File: config.mk
export PLATFORM = sky130hd
export DESIGN_NAME = twowire_expander
export DESIGN_NICKNAME = d
export VERILOG_FILES = /design/src/rtl/expander_pkg.sv /design/src/rtl/xp_sync.sv /design/src/rtl/xp_edge.sv /design/src/rtl/xp_ctrl.sv /design/src/rtl/xp_shift.sv /design/src/rtl/twowire_expander.sv
export SDC_FILE = /design/constraint.sdc
export NUM_CORES = 1
export LEC_CHECK = 0
export BUFFER_PORTS_ARGS = -buffer_cell sky130_fd_sc_hd__buf_2
export CAP_MARGIN = 15
export CORE_MARGIN = 1
export CORE_UTILIZATION = 47
export DETAILED_ROUTE_END_ITERATION = 7
export GPL_TIMING_DRIVEN = 0
export PLACE_DENSITY = 0.72
export SKIP_LAST_GASP = 1
export SYNTH_ARGS = -nofsm -noshare
export SYNTH_HDL_FRONTEND = slang
export SYNTH_SLANG_ARGS = --single-unit
export TNS_END_PERCENT = 20
File: constraint.sdc
create_clock -name clk -period 1.4 [get_ports clk]
set_input_delay 0.14 -clock clk [delete_from_list [all_inputs] [get_ports clk]]
set_output_delay 0.14 -clock clk [all_outputs]
set_load 0.01 [all_outputs]
File: src/rtl/expander_pkg.sv
package expander_pkg;
    typedef enum logic {
        MODE_LISTEN = 1'b0,
        MODE_TALK   = 1'b1
    } mode_t;
endpackage

File: src/rtl/xp_sync.sv
module xp_sync #(
    parameter int WIDTH  = 2,
    parameter int STAGES = 2
) (
    input  logic             clk,
    input  logic             rst,
    input  logic [WIDTH-1:0] async_i,
    output logic [WIDTH-1:0] sync_o
);
    logic [WIDTH-1:0] stage_q [STAGES];

    for (genvar s = 0; s < STAGES; s++) begin : g_stage
        if (s == 0) begin : g_first
            always_ff @(posedge clk) begin
                if (rst) stage_q[s] <= '0;
                else     stage_q[s] <= async_i;
            end
        end else begin : g_next
            always_ff @(posedge clk) begin
                if (rst) stage_q[s] <= '0;
                else     stage_q[s] <= stage_q[s-1];
            end
        end
    end

    assign sync_o = stage_q[STAGES-1];
endmodule

File: src/rtl/xp_edge.sv
module xp_edge (
    input  logic clk,
    input  logic rst,
    input  logic hclk_s,
    input  logic line_s,
    output logic hclk_fall,
    output logic hclk_high,
    output logic line_fall
);
    logic hclk_prev;
    logic line_prev;

    always_ff @(posedge clk) begin
        if (rst) begin
            hclk_prev <= 1'b0;
            line_prev <= 1'b0;
        end else begin
            hclk_prev <= hclk_s;
            line_prev <= line_s;
        end
    end

    assign hclk_fall = hclk_prev & ~hclk_s;
    assign hclk_high = hclk_s;
    assign line_fall = line_prev & ~line_s;
endmodule

File: src/rtl/xp_ctrl.sv
module xp_ctrl
    import expander_pkg::*;
#(
    parameter int WIDTH           = 12,
    parameter bit START_IN_OUTPUT = 1'b0
) (
    input  logic clk,
    input  logic rst,
    input  logic hclk_fall,
    input  logic latch_req,
    output logic load_en,
    output logic shift_en,
    output logic drive_en
);
    localparam int LIMIT = WIDTH + 1;
    localparam int CNT_W = $clog2(LIMIT + 1);
    localparam logic [CNT_W-1:0] CNT_LIMIT = CNT_W'(LIMIT);
    localparam logic [CNT_W-1:0] CNT_LAST  = CNT_W'(LIMIT - 1);
    localparam mode_t RESET_MODE = START_IN_OUTPUT ? MODE_TALK : MODE_LISTEN;

    mode_t            mode_q, mode_d;
    logic [CNT_W-1:0] fall_cnt;

    always_comb begin
        mode_d = mode_q;
        unique case (mode_q)
            MODE_LISTEN: begin
                if (latch_req) mode_d = MODE_TALK;
            end
            MODE_TALK: begin
                if ((hclk_fall && fall_cnt == CNT_LAST) || fall_cnt == CNT_LIMIT)
                    mode_d = MODE_LISTEN;
            end
            default: mode_d = MODE_LISTEN;
        endcase
    end

    always_ff @(posedge clk) begin
        if (rst) mode_q <= RESET_MODE;
        else     mode_q <= mode_d;
    end

    always_ff @(posedge clk) begin
        if (rst)                                    fall_cnt <= '0;
        else if (mode_q == MODE_LISTEN && latch_req) fall_cnt <= '0;
        else if (hclk_fall && fall_cnt != CNT_LIMIT) fall_cnt <= fall_cnt + 1'b1;
    end

    always_comb begin
        load_en  = 1'b0;
        shift_en = 1'b0;
        drive_en = 1'b0;
        unique case (mode_q)
            MODE_LISTEN: load_en = latch_req;
            MODE_TALK: begin
                shift_en = hclk_fall;
                drive_en = ~rst;
            end
            default: ;
        endcase
    end

    // the edge count never passes its saturation value
    a_r7_count_saturates: assert property (@(posedge clk) disable iff (rst)
        fall_cnt <= CNT_LIMIT);

    // a full count of falling edges always means input mode
    a_r4_idle_after_limit: assert property (@(posedge clk) disable iff (rst)
        (fall_cnt == CNT_LIMIT) |-> (mode_q == MODE_LISTEN));

    // a strobe while driving neither restarts the count nor leaves output mode
    a_r5_no_relatch: assert property (@(posedge clk) disable iff (rst)
        (mode_q == MODE_TALK && latch_req && !hclk_fall) |=>
            (fall_cnt == $past(fall_cnt) && mode_q == MODE_TALK));
endmodule

File: src/rtl/xp_shift.sv
module xp_shift #(
    parameter int WIDTH = 12
) (
    input  logic             clk,
    input  logic             rst,
    input  logic             load_en,
    input  logic             shift_en,
    input  logic [WIDTH-1:0] par_i,
    output logic             ser_o
);
    localparam int SR_W = WIDTH + 1;

    logic [SR_W-1:0] sr_q;

    always_ff @(posedge clk) begin
        if (rst)           sr_q <= '0;
        else if (load_en)  sr_q <= {par_i, 1'b0};
        else if (shift_en) sr_q <= {1'b0, sr_q[SR_W-1:1]};
    end

    assign ser_o = sr_q[0];

    // a fresh load always puts the low leading bit on the output
    a_r2_load_low: assert property (@(posedge clk) disable iff (rst)
        load_en |=> !ser_o);
endmodule

File: src/rtl/twowire_expander.sv
module twowire_expander #(
    parameter int WIDTH           = 12,
    parameter int SYNC_STAGES     = 2,
    parameter bit START_IN_OUTPUT = 1'b0
) (
    input  logic             clk,
    input  logic             rst,
    input  logic             host_clk,
    input  logic             line_i,
    output logic             line_o,
    output logic             line_oe,
    input  logic [WIDTH-1:0] par_i
);
    logic [1:0] pins_s;
    logic       hclk_fall;
    logic       hclk_high;
    logic       line_fall;
    logic       latch_req;
    logic       load_en;
    logic       shift_en;
    logic       drive_en;
    logic       ser_bit;

    xp_sync #(.WIDTH(2), .STAGES(SYNC_STAGES)) u_sync (
        .clk     (clk),
        .rst     (rst),
        .async_i ({host_clk, line_i}),
        .sync_o  (pins_s)
    );

    xp_edge u_edge (
        .clk       (clk),
        .rst       (rst),
        .hclk_s    (pins_s[1]),
        .line_s    (pins_s[0]),
        .hclk_fall (hclk_fall),
        .hclk_high (hclk_high),
        .line_fall (line_fall)
    );

    assign latch_req = line_fall & hclk_high;

    xp_ctrl #(.WIDTH(WIDTH), .START_IN_OUTPUT(START_IN_OUTPUT)) u_ctrl (
        .clk       (clk),
        .rst       (rst),
        .hclk_fall (hclk_fall),
        .latch_req (latch_req),
        .load_en   (load_en),
        .shift_en  (shift_en),
        .drive_en  (drive_en)
    );

    xp_shift #(.WIDTH(WIDTH)) u_shift (
        .clk      (clk),
        .rst      (rst),
        .load_en  (load_en),
        .shift_en (shift_en),
        .par_i    (par_i),
        .ser_o    (ser_bit)
    );

    assign line_oe = drive_en;
    assign line_o  = drive_en & ser_bit;

    // a capture in input mode drives the line low on the next cycle
    a_r2_capture_drives_low: assert property (@(posedge clk) disable iff (rst)
        (!line_oe && line_fall && hclk_high) |=> (line_oe && !line_o));

    // a line fall with the host clock low never takes the line
    a_r6_no_capture_clock_low: assert property (@(posedge clk) disable iff (rst)
        (!line_oe && line_fall && !hclk_high && !hclk_fall) |=> !line_oe);

    // the line is never driven high while not enabled
    a_r1_quiet_when_off: assert property (@(posedge clk) disable iff (rst)
        !line_oe |-> !line_o);
endmodule

=== After elaboration in Yosys (flattened, before gate mapping) ===
Memories as Yosys holds them, arrays and structs flattened.
Index checks and enable logic that the tools add are counted.

* Register bits: 20
* Bits in writable memories: 4
* Logic and storage cells: 41
* Memories: 1

* $add $sub $neg: 1
* Equal/unequal tests: 3
* Mux-type cells: 13
* Bitwise gates (word level): 10
* Reductions and logical operators: 7

{| class="wikitable"
|+ Memory list
! memory !! depth !! width !! rd ports !! clocked after Yosys merged registers in !! wr ports !! line !! RTL
|-
| u_sync.stage_q || 2 || 2 || 2 || 0 || 2 || xp_sync.sv:10 || <nowiki>logic [WIDTH-1:0] stage_q [STAGES];</nowiki>
|}

{| class="wikitable"
|+ Operators by type and width
! operator !! number
|-
| $mux 13 || 2
|-
| $eq 4x4->1 const B || 2
|-
| $mux 1 || 8
|-
| $add 4x1->4 const B || 1
|-
| $and 1x1->1 || 4
|-
| $mux 2 || 2
|-
| $ne 4x4->1 const B || 1
|-
| $not 1->1 || 4
|-
| $reduce_or 2->1 || 2
|-
| $logic_and 1x1->1 || 3
|-
| $or 1x1->1 || 2
|-
| $pmux 1 s2 || 1
|-
| $reduce_bool 2->1 || 1
|-
| $logic_or 1x1->1 || 1
|}

=== Depth between registers and ports, before layout ===
* Depth in word-level cells: 6
* Gate-level depth with buffers: 5
* Mapped depth without buffers: 5

=== By module ===
From an unflattened synthesis, not the netlist that was laid out.

* Cell total of the unflattened synthesis: 108
* Area total of the unflattened synthesis: 1072.3 um2

{| class="wikitable"
|+ Modules (own cells, without submodules)
! module !! times used !! cells an instance !! area an instance (um2) !! sequential area each (um2)
|-
| xp_shift || 1 || 56 || 580.6 || 260.2
|-
| xp_ctrl || 1 || 35 || 299.0 || 100.1
|-
| xp_sync || 1 || 8 || 105.1 || 80.1
|-
| xp_edge || 1 || 7 || 75.1 || 40.0
|-
| twowire_expander || 1 || 2 || 12.5 || 0.0
|}

=== Worst setup path after synthesis ===
No wires, ideal clock.

* Path kind: register to register
* Start point: register u_ctrl.fall_cnt[1]
* End point: register u_ctrl.fall_cnt[3]
* Library setup time: 67 ps
* Arrival time: 1390 ps
* Slack: -57 ps
* Cell stages (with the launch flop): 6
* Cell sequence: dfxtp_1 -> inv_1 -> ha_1 -> and3_4 -> or4_4 -> a21oi_2

* Word-level cells in the longest chain between the ends: 2
* Elaborated cells on any way between the ends: 3

{| class="wikitable"
|+ Ends and longest elaborated chain
! what !! line !! RTL
|-
| from (decl) || xp_ctrl.sv:22 || <nowiki>logic [CNT_W-1:0] fall_cnt;</nowiki>
|-
| from (signal assigned) || xp_ctrl.sv:46 || <nowiki>else if (hclk_fall && fall_cnt != CNT_LIMIT) fall_cnt <= fall_cnt + 1'b1;</nowiki>
|-
| branches (longest 2 deep; another with $add 4x1->4) || -- ||
|}

Several ways; the timed one is not identified.
A chain may end at the register's enable or synchronous reset.

=== Worst setup path after layout ===
Same ends and word-level chain as after synthesis.

==> run metrics <==
min Tclk post-route=~1.3 ns; crit-path max FO=2; CTS tree=yes; Layout area overhead=17.9%; WP data arrival=about 1.6 ns; Worst-Skew Late Latency=approximately 0.31 ns; Yosys reg bits=24; I/O pin count=18; Starting Density=0.509; layout cell share with drive strength beyond 1=0.290; Longest Clk Path Bufs=2; Max Transition Viols Final=0; Die ar.=2330 µm²; slew margin rel.=0.718; antenna viol nets, final=0; final worst-path cycle share=0.945; total number of H-tree levels=1; RSZ-0062 raised after global routing=no; Post-Syn Area per Cell=just over 9 µm²; register area share after synthesis=0.476; Reg clk slew, reported paths=around 0.11 ns; total number of vias=roughly 850; vias in the first global route=a little over 800; largest net degree at the start of global routing=14; max frequency=about 760 MHz; crit path launch type=flip-flop; Post-route DRC=0; nets=around 150; GRT Total Usage=0.185; core box area=1980 µm²; Filler cells=184; final hold viol count=0; clk_skew=between 0.006 and 0.007 ns; Mapped Area=slightly above 1000 µm²; ant diodes=0; Multi-input gate area=497 µm²; Setup TNS=0 ns; Die H=approximately 48 µm; setup violators final=0; GPL Wtd Cong=~0.72; Overflow after GRT=0; status=complete, no violations; total CTS buffers=3; Logic pwr share=0.047; initial antenna violation count=0; Post-Layout Cell Count=roughly 160; switching share of power=0.201; DRT Pass-1 Iters=4; clock power share=0.318; row cnt=16; vias per std cell=approximately 5.3; Slew @ Worst Pin=around 0.42 ns; crit end category=flip-flop; Seq. cell area=between 400 and 500 µm²; first-pass GRT wire length=about 3400 µm; Setup CP Type=flip-flop to flip-flop; Post-Route WL=1930 µm; routed len/inst=12.2 µm; 1st-iter DRT viols=16; yosys warns=0; Leak=0.424 nW; Max VDD drop=0.789 mV; Max Cap Viol=0; clk root buf=clkbuf_4; Synth cell types=24; Port Buf Inserts=17; Net Sw Power=approximately 0.22 mW; clock sinks=24; Internal=0.878 mW; Inst Count DP=between 150 and 200; Gate Count Post-Synth=approximately 110; die width=~48 µm; Flop pwr share=0.636; PwrDens=roughly 920 nW/µm²; dpl hpwl=roughly 1300 µm; critical path required time=about 1.7 ns; syn_nets=127; Min-Delay Path Class=input pin to flip-flop
==> placed cells by master, fill, tap and decap left out, types with 2 or more instances in the layout <==
cell / netlist / final
clkbuf_1: 2 / 2
nor2b_1: 8 / 8
buf_2: 4 / 21
buf_4: 0 / 2
inv_1: 3 / 2
nand2_1: 3 / 3
a21oi_1: 17 / 17
clkbuf_4: 0 / 3
dfxtp_1: 24 / 22
dfxtp_2: 0 / 2
ha_1: 3 / 2
o21ai_0: 2 / 2
a22oi_1: 11 / 11
nand3_1: 17 / 17
==> path summary, 6_finish.rpt <==
check / from / endpoint / slack [ns] / cells after the start
max: u_ctrl.fall_cnt[1] / u_ctrl.fall_cnt[3] / 0.08 / 5
min: host_clk / u_sync.stage_q[0][1] / 0.04 / 2
max reg2reg: u_ctrl.fall_cnt[1] / u_ctrl.fall_cnt[3] / 0.08 / 5
min reg2reg: u_sync.stage_q[0][1] / u_sync.stage_q[1][1] / 0.45 / 1
==> area by class of cell <==
type / count / share of cell area
Timing Repair Buffer: 19 / 0.0842
Multi-Input combinational cell: 75 / 0.418
Tap cell: 27 / 0.0284
Buffer: 6 / 0.0232
Sequential cell: 24 / 0.406
Clock buffer: 4 / 0.0305
Inverter: 3 / 0.00947
==> cell usage after synthesis, drive strengths merged <==
cell type   n  area share
and2        1      0.0062
nand2b      2       0.020
o21ai       2      0.0099
and4bb      1       0.012
a21oi      18       0.093
inv         3       0.011
o211ai      1      0.0074
or3         1      0.0074
o31ai       2       0.015
or4         1       0.011
clkbuf      2      0.0074
nand3b      1      0.0074
nand3      17       0.084
nand4bb     1       0.011
and3        1       0.011
dfxtp      24        0.48
nor2b       8       0.050
buf         4       0.020
and3b       1      0.0087
ha          3       0.037
nand2       3       0.011
a22oi      11       0.082
==> through the flow <==
step	worst slack [ns]	power, mW	cell area (µm²)	hold WS [ns]	util
2_1_floorplan	0.0104	0.738	1010	0.268	-
3_3_place_gp	-0.0191	0.764	1130	0.354	0.571
3_5_place_dp	-0.0574	0.765	1130	0.356	0.571
4_1_cts	0.00122	1.11	1180	0.0267	0.597
5_1_grt	0.000508	1.15	1190	0.0348	0.600
6_report	0.0775	1.10	1190	0.0356	0.600
==> power by group through the flow <==
| stage | combinational, mW | clock (mW) | sequential (mW) |
|---|---|---|---|
| global route | 0.0583 | 0.396 | 0.700 |
| detailed placement | 0.0515 | 0 | 0.714 |
| floorplan | 0.0254 | 0 | 0.712 |
| CTS | 0.0520 | 0.362 | 0.699 |
| finish | 0.0515 | 0.349 | 0.698 |
| global placement | 0.0504 | 0 | 0.713 |
==> worst max-delay path, stage by stage (launching register included) <==
cell,delay (ns)
dfxtp_2,0.35
inv_2,0.04
ha_2,0.16
and3_4,0.18
or4_4,0.41
a21oi_2,0.12
==> sequential cells by signal, summed over array words and instances (netlist names) <==
| name | flops |
|---|---|
| u_edge.hclk_prev | 1 |
| u_sync.stage_q | 4 |
| u_ctrl.fall_cnt | 4 |
| u_ctrl.mode_q | 1 |
| u_edge.line_prev | 1 |
| u_shift.sr_q | 13 |
==> metal layers <==
metal  vias to the layer above  part of all wire  wire [µm]  GRT usage
li1                        440                 -          -          -
met1                       377              0.47        911      0.246
met2                        24              0.45        873      0.303
met3                         4             0.063        121     0.0252
met4                         0             0.013         25     0.0735
met5                         -                 0          0          0
==> logic make-up after synthesis <==
| logic type | Yosys count | synth area share |
|---|---|---|
| compound gates | 34 | 0.207 |
| simple gates | 38 | 0.241 |
| buf+inv | 9 | 0.0385 |
| fa+ha+maj | 3 | 0.0372 |
| flops | 24 | 0.476 |
==> what timing repair did <==
action | CTS | global route
pin swaps | 2 | 2
endpoints found under the hold margin | 0 | 0
buffers inserted | 2 | 0
setup endpoints to repair | 1 | 1
hold buffers | 0 | 0
gates resized for setup | 2 | 1
Power figures use the tool's default switching activity.
